### config.mk
export PLATFORM = sky130hd
export DESIGN_NAME = spi_dual_div
export DESIGN_NICKNAME = d
export VERILOG_FILES = /design/src/rtl/spi_div_pkg.sv /design/src/rtl/spi_div_rate_latch.sv /design/src/rtl/spi_div_edge_gen.sv /design/src/rtl/spi_dual_div.sv
export SDC_FILE = /design/constraint.sdc
export NUM_CORES = 1
export LEC_CHECK = 0
export ABC_AREA = 1
export CAP_MARGIN = 20
export CORE_MARGIN = 4
export CORE_UTILIZATION = 40
export CTS_BUF_LIST = sky130_fd_sc_hd__clkbuf_4 sky130_fd_sc_hd__clkbuf_8 sky130_fd_sc_hd__clkbuf_16
export CTS_CLUSTER_DIAMETER = 200
export DETAILED_ROUTE_END_ITERATION = 7
export PLACE_DENSITY_LB_ADDON = 0.1
export SLEW_MARGIN = 5
export SYNTH_ARGS = -nofsm -noshare
export SYNTH_HDL_FRONTEND = slang
export SYNTH_SLANG_ARGS = --single-unit
### constraint.sdc
create_clock -name clk -period 1.8 [get_ports clk]
set_input_delay 0.27 -clock clk [delete_from_list [all_inputs] [get_ports clk]]
set_output_delay 0.27 -clock clk [all_outputs]
set_load 0.05 [all_outputs]
### src/rtl/spi_div_pkg.sv
// Package: field layout of the rate word, the counter width that follows
// from it, and the decode from rate word to half period in module clocks.
package spi_div_pkg;
    localparam int EXP_W   = 4;
    localparam int LIN_W   = 8;
    localparam int SEL_BIT = EXP_W + LIN_W;
    localparam int CFG_W   = SEL_BIT + 1;
    localparam int EXP_MAX_SHIFT = (2 ** EXP_W) - 2;
    localparam int HALF_W  = ((EXP_MAX_SHIFT > LIN_W) ? EXP_MAX_SHIFT : LIN_W) + 1;

    typedef logic [HALF_W-1:0] half_t;
    typedef logic [CFG_W-1:0]  cfg_t;

    // Half period of the serial clock in module-clock cycles; never zero.
    function automatic half_t half_from_cfg(cfg_t c);
        logic [EXP_W-1:0] e;
        if (c[SEL_BIT]) begin
            return half_t'(c[LIN_W-1:0]) + half_t'(1);
        end
        e = c[SEL_BIT-1:LIN_W];
        if (e == '0) e = EXP_W'(1);
        return half_t'(1) << (e - EXP_W'(1));
    endfunction
endpackage

### src/rtl/spi_div_rate_latch.sv
// Rate latch: captures the decoded half period while the transfer is idle
// and holds it for as long as the transfer runs.
// Assumes: rate_cfg is settled for at least one edge before enable rises.
module spi_div_rate_latch
    import spi_div_pkg::*;
(
    input  logic  clk,
    input  logic  rst_n,
    input  logic  enable,
    input  cfg_t  rate_cfg,
    output half_t half
);
    // Follow the rate word while idle and freeze it during a transfer.
    always_ff @(posedge clk) begin
        if (!rst_n)       half <= half_t'(1);
        else if (!enable) half <= half_from_cfg(rate_cfg);
    end

    AST_HALF_FROZEN: assert property (@(posedge clk) disable iff (!rst_n)
        (enable && $past(enable) && $past(rst_n)) |-> $stable(half));
    AST_HALF_NONZERO: assert property (@(posedge clk) disable iff (!rst_n)
        half != '0);
endmodule

### src/rtl/spi_div_edge_gen.sv
// Edge generator: counts module clocks up to the half period, flips the
// clock phase and raises a one-cycle strobe that names the edge just made.
// Assumes: half is nonzero and held constant while enable is high.
module spi_div_edge_gen
    import spi_div_pkg::*;
(
    input  logic  clk,
    input  logic  rst_n,
    input  logic  enable,
    input  half_t half,
    output logic  phase,
    output logic  lead,
    output logic  trail
);
    half_t cnt;
    logic  wrap;
    logic  lead_seen;

    assign wrap = (cnt == half - half_t'(1));

    // Half-period counter and phase; both return to rest when idle.
    always_ff @(posedge clk) begin
        if (!rst_n || !enable) begin
            cnt   <= '0;
            phase <= 1'b0;
        end else if (wrap) begin
            cnt   <= '0;
            phase <= ~phase;
        end else begin
            cnt   <= cnt + half_t'(1);
        end
    end

    // Edge strobes, registered alongside the phase flip.
    always_ff @(posedge clk) begin
        if (!rst_n || !enable) begin
            lead  <= 1'b0;
            trail <= 1'b0;
        end else begin
            lead  <= wrap && !phase;
            trail <= wrap &&  phase;
        end
    end

    // Checker state: a leading strobe was seen in the current transfer.
    always_ff @(posedge clk) begin
        if (!rst_n || !enable) lead_seen <= 1'b0;
        else if (lead)         lead_seen <= 1'b1;
    end

    AST_STROBE_EXCL: assert property (@(posedge clk) disable iff (!rst_n)
        !(lead && trail));
    AST_LEAD_ONE_CYCLE: assert property (@(posedge clk) disable iff (!rst_n)
        lead |=> !lead);
    AST_TRAIL_ONE_CYCLE: assert property (@(posedge clk) disable iff (!rst_n)
        trail |=> !trail);
    AST_LEAD_BEFORE_TRAIL: assert property (@(posedge clk) disable iff (!rst_n)
        trail |-> lead_seen);
endmodule

### src/rtl/spi_dual_div.sv
// Top: dual-law serial clock divider. Joins the rate latch to the edge
// generator and applies the polarity to the clock phase.
// Assumes: cpol changes only while enable is low.
module spi_dual_div
    import spi_div_pkg::*;
(
    input  logic             clk,
    input  logic             rst_n,
    input  logic             enable,
    input  logic             cpol,
    input  logic [CFG_W-1:0] rate_cfg,
    output logic             sclk,
    output logic             lead_pulse,
    output logic             trail_pulse
);
    half_t half;
    logic  phase;

    spi_div_rate_latch u_rate (
        .clk      (clk),
        .rst_n    (rst_n),
        .enable   (enable),
        .rate_cfg (rate_cfg),
        .half     (half)
    );

    spi_div_edge_gen u_edge (
        .clk    (clk),
        .rst_n  (rst_n),
        .enable (enable),
        .half   (half),
        .phase  (phase),
        .lead   (lead_pulse),
        .trail  (trail_pulse)
    );

    // The polarity input sets the rest level of the serial clock.
    assign sclk = phase ^ cpol;

    AST_IDLE_LEVEL: assert property (@(posedge clk) disable iff (!rst_n)
        ($past(!enable) && $past(rst_n)) |-> (sclk == cpol && !lead_pulse && !trail_pulse));
    AST_TOGGLE_MARKED: assert property (@(posedge clk) disable iff (!rst_n)
        ($past(enable) && $past(rst_n) && $stable(cpol) && !$stable(sclk))
            |-> (lead_pulse || trail_pulse));
endmodule

# Word-level counts from Yosys, hierarchy flattened
# Cells that the tools add are included.
[classes]
n_addsub = 4
n_mux = 9
multipliers = 0
n_bitwise = 2
div_mod_pow = 0
n_lt_le_gt_ge = 0
reduce_logical = 8
shift = 1
eq_ne = 1
[ops]
columns = ["op", "count"]
rows = [
  ["$mux 15", 2],
  ["$mux 4", 4],
  ["$add 15x1->15 const B", 1],
  ["$eq 15x15->1", 1],
  ["$shl 1x4->15 const A", 1],
  ["$sub 15x1->15 const B", 1],
  ["$add 8x1->9 const B", 1],
  ["$logic_not 4->1", 1],
  ["$sub 4x1->4 const B", 1],
  ["$logic_not 1->1", 3],
  ["$mux 1", 3],
  ["$logic_and 1x1->1", 2],
  ["$reduce_or 2->1", 1],
  ["$logic_or 1x1->1", 1],
  ["$not 1->1", 1],
  ["$xor 1x1->1", 1],
]
[totals]
ramBits = 0
romBits = 0
reg_bits = 33
inputBits = 17
latch_bits = 0
elab_cells = 30
memories = 0

# Logic depth before layout (Yosys ltp)
[depth]
word_depth = 9
ltp_mapped = 15
mapped_depth_nobuf = 14

# By module
# From an unflattened synthesis, not the netlist that was laid out.
[unflattened]
hier_cells = 395
area_unflattened_um2 = 2411.1
[by_module_without_submodules]
columns = ["module", "seq_area_each_um2", "n_inst", "area_each_um2", "cells_per_inst"]
rows = [
  ["spi_div_edge_gen", 360.3, 1, 1476.4, 246],
  ["spi_div_rate_latch", 300.3, 1, 915.9, 144],
  ["spi_dual_div", 0.0, 1, 18.8, 5],
]

# Worst setup path after synthesis
# OpenSTA, ideal clock, no wires.
[synth_timing]
path_type = "register -> register"
from = "register u_rate.half[0]"
to = "register u_edge.cnt[10]"
path_stages_with_launch = 13
required_time_ps = 1684
n_path_buf = 1
slack_ps = 78
t_arrival_ps = 1606
period_less_slack_ps = 1722
setup_ps = 116
path_cell_list = "dfxtp_1 inv_1 ha_1 xnor2_1 a21oi_1 nand3_1 nor2_1 nand2_1 nor2_2 nand3_2 nand2_4 buf_6 nor2_1"
[synth_via]
elab_chain_len = 3
[synth_lines]
columns = ["element", "line_no", "rtl"]
rows = [
  ["start, declared", "spi_div_rate_latch.sv:11", "output half_t half"],
  ["start signal, assigned", "spi_div_rate_latch.sv:15", "if (!rst_n) half <= half_t'(1);"],
  ["start signal, assigned", "spi_div_rate_latch.sv:16", "else if (!enable) half <= half_from_cfg(rate_cfg);"],
  ["$sub 15x1->15", "spi_div_edge_gen.sv:19", "assign wrap = (cnt == half - half_t'(1));"],
  ["$eq 15x15->1", "spi_div_edge_gen.sv:19", ""],
  ["$reduce_or 2->1 (no source line)", "n/a", ""],
  ["end signal, assigned", "spi_div_edge_gen.sv:30", "cnt <= cnt + half_t'(1);"],
  ["end, declared", "spi_div_edge_gen.sv:15", "half_t cnt;"],
]
# Every way passes these cells.
# A chain may end at the register's enable or synchronous reset.

# Final worst setup path
[layout_timing]
from = "register u_rate.half[1]"
to = "register u_edge.cnt[1]"
# The elaborated chain is that of the path after synthesis.

==> flow_metrics.py <==
metrics = {
    "floorplan": {
        "io_pins": 20,
        "start_util": 0.415,
        "core.rowCount": 26,
        "core_area_mm2": 0.00511,
        "dieWidth_um": 80.8,
        "die_area_mm2": 0.00653,
        "die_h_um": 80.8,
    },
    "clock_network": {
        "clock-sinks": 33,
        "cts_root_buf": "clkbuf_8",
        "cts_tree": "built",
        "clockBufferDepth": 2,
        "cts_setup_buffers": 0,
        "cts-hold-fix-buffers": 0,
        "insertion_delay_ns": 0.29,
        "numCtsBuffers": 5,
        "path_clk_slew_ns": 0.07,
        "cts_max_level": 2,
    },
    "place": {
        "numPortBuffers": 19,
        "hpwl_um": 4060,
        "placed_cell_area_mm2": 0.00256,
        "dp_cells": 431,
        "dpl_worst_slack_ns": -0.0122,
        "gp_congestion": 0.895,
    },
    "job": {
        "drv_cap": 0,
    },
    "final_layout": {
        "n_antenna_cell": 0,
        "drive_above_1_share": 0.209,
        "utilization": 0.553,
        "stdcell_area_mm2": 0.00282,
        "stdcell_count": 439,
        "syn_to_final_growth_pct": 33.2,
        "finalNetCount": 389,
    },
    "power_and_ir_drop": {
        "power.clock.fraction": 0.334,
        "power.total_mw": 1.76,
        "power.density_mw_per_mm2": 623,
        "seqPwrFrac": 0.440,
        "p_sw_frac": 0.293,
        "ir_drop_mv": 0.219,
        "leakagePower_nw": 1.26,
        "power.switching_uw": 516,
        "comb_power_share": 0.226,
        "p_int_mw": 1.24,
    },
    "logic_synthesis": {
        "ys_types": 32,
        "async_flop_share": 0,
        "synth_seq_area_share": 0.312,
        "avgSynthCellArea_um2": 6.58,
        "syn_nets": 342,
        "synth_warnings": 0,
        "synthesis.area_mm2": 0.00212,
        "synth_cells": 322,
        "ys_ff_latch": 33,
        "synth_edf_count": 0,
        "ys.flop_type": "dfxtp_1",
    },
    "sta": {
        "tns_ns": 0,
        "grt_setup_unrepaired": "yes",
        "final_hold_viol_count": 0,
        "finalWorstSetupSlack_ns": 0.0382,
        "holdWs_ns": 0.505,
        "worst_pin_slew_ns": 0.497,
        "finalCritPeriodShare": 0.979,
        "timing.fmax_mhz": 568,
        "setup_viol": 0,
        "finalCriticalPeriod_ns": 1.76,
        "skew_ns": 0.00701,
        "drv_slew": 0,
        "slew_headroom": 0.668,
    },
    "grt": {
        "antenna_found_initial": 0,
        "grt_max_degree": 10,
        "grt_pass1_vias": 2062,
        "grt_util_all_layers": 0.179,
        "grt_pass1_wl_um": 9100,
        "grt-ovfl-total": 0,
    },
    "drt": {
        "viasPerCell": 4.69,
        "detail_route.drc_violations": 0,
        "postRouteAntennaNets": 0,
        "drt_pass1_iterations": 6,
        "vias": 2057,
        "drt_wl_total_um": 5190,
        "wl_per_cell_um": 11.8,
        "drt_iter0_drc": 78,
    },
    "critical_path": {
        "path_buf_inv": 1,
        "crit_arrival_ns": 1.95,
        "crit_chain": "inv_2, ha_4, nand2_2, nor2_2, nand2_1, nand2_1, o21ai_1, nor2_1, nand2_1, nor2_4, nand3_4, nand2_8, nor2_2",
        "critPathCaptureType": "register",
        "path_common_cell": "nand2_1",
        "path_max_fanout": 7,
        "required_ns": 1.99,
        "cp_top_family": "simple AND/OR/NAND/NOR gates",
        "slowest_delay_ns": 0.33,
        "start_kind": "register",
        "cp_slowest_cell": "dfxtp_2",
        "path_class": "register to register",
    },
    "worst_hold_path": {
        "worstHoldPathType": "register to register",
    },
    "run_status": {
        "status": "finished clean",
    },
}
==> layout by cell type (no fill, tap or decap), drive strengths merged <==
master and n:
o21ai 14, a21oi 8, and2 1, nand3 19
xor2 20, dfxtp 33, o22ai 3, a221oi 1
nor3 2, ha 3, buf 23, xnor2 8
o211ai 2, a32o 1, inv 55, nand2 72
nor3b 1, nor2 61, a31oi 3, a22o 2
clkdlybuf4s50 18, a2bb2oi 1, nand3b 3, nand4 6
clkbuf 7, o221ai 2
==> final timing paths <==
kind / depth (start not counted) / slack, ns / end / startpoint
worst min-delay path: 1 / 0.50 / u_rate.half[14] / u_rate.half[14]
worst max-delay path: 13 / 0.04 / u_edge.cnt[1] / u_rate.half[1]
worst min register to register: 1 / 0.50 / u_rate.half[14] / u_rate.half[14]
worst max register to register: 13 / 0.04 / u_edge.cnt[1] / u_rate.half[1]
==> cell type report <==
type / instances / area (um^2)
fill: 522 / 2280
multi-input combinational: 233 / 1400
sequential: 33 / 667
timing repair buffer: 41 / 373
inverter: 55 / 206
clock buffer: 7 / 90.1
tap: 70 / 87.6
==> Yosys cell counts (2+ instances only) <==
cell | count | area share
ha_1 | 3 | 0.018
nand2_1 | 68 | 0.12
o211ai_1 | 2 | 0.0071
a22o_1 | 2 | 0.0083
o21ai_0 | 11 | 0.026
a31oi_1 | 3 | 0.0089
nor2_2 | 7 | 0.021
nand2_2 | 2 | 0.0059
nor2_4 | 2 | 0.011
dfxtp_1 | 33 | 0.31
xnor2_1 | 8 | 0.033
nor2_1 | 52 | 0.092
xor2_1 | 20 | 0.083
nand3b_1 | 3 | 0.011
nand4_1 | 6 | 0.018
o21ai_1 | 3 | 0.0071
a21oi_1 | 8 | 0.019
nand3_1 | 18 | 0.043
inv_1 | 55 | 0.097
o22ai_1 | 3 | 0.0089
o221ai_1 | 2 | 0.0083
==> state kept, by name, summed over array words and instances (netlist names) <==
signal and flops:
u_edge.cnt 15, u_edge.lead 1, u_edge.phase 1, u_edge.trail 1, u_rate.half 15
==> layer usage <==
metal,up-vias,part of all wire,wire length [um],global-route usage
met2,38,0.47,2460,0.310
met4,0,0.026,134,0.0709
met1,898,0.46,2400,0.215
met5,-,0,0,0
li1,1110,-,-,-
met3,11,0.036,186,0.0388
==> what timing repair did <==
action                     in CTS  in global routing
pin swaps                       3                 16
setup endpoints to repair      13                 18
resized for setup               8                 39
gates cloned                    1                  0
==> power groups by stage <==
stage | sequential (mW) | clock (mW) | combinational [mW]
floorplan | 0.782 | 0 | 0.205
global placement | 0.783 | 0 | 0.340
detailed placement | 0.784 | 0 | 0.339
CTS | 0.768 | 0.601 | 0.364
global route | 0.778 | 0.633 | 0.443
finish | 0.775 | 0.587 | 0.398
==> cell families (layout without fill, tap and decap cells) <==
family | after synthesis | count (layout) | share of synthesized area
xor+xnor | 28 | 28 | 0.116
fa+ha+maj | 3 | 3 | 0.0177
buf+inv | 57 | 103 | 0.104
flops | 33 | 33 | 0.312
simple gates | 164 | 165 | 0.344
compound gates | 37 | 37 | 0.106
==> worst reg2reg max path, cell delays in order (launching register included) <==
cell and delay, ns:
dfxtp_2 0.33, inv_2 0.08, ha_4 0.17, nand2_2 0.06
nor2_2 0.12, nand2_1 0.07, nand2_1 0.06, o21ai_1 0.05
nor2_1 0.10, nand2_1 0.10, nor2_4 0.15, nand3_4 0.17
nand2_8 0.15, nor2_2 0.05
Note: power is estimated with default switching activity, not from simulation.
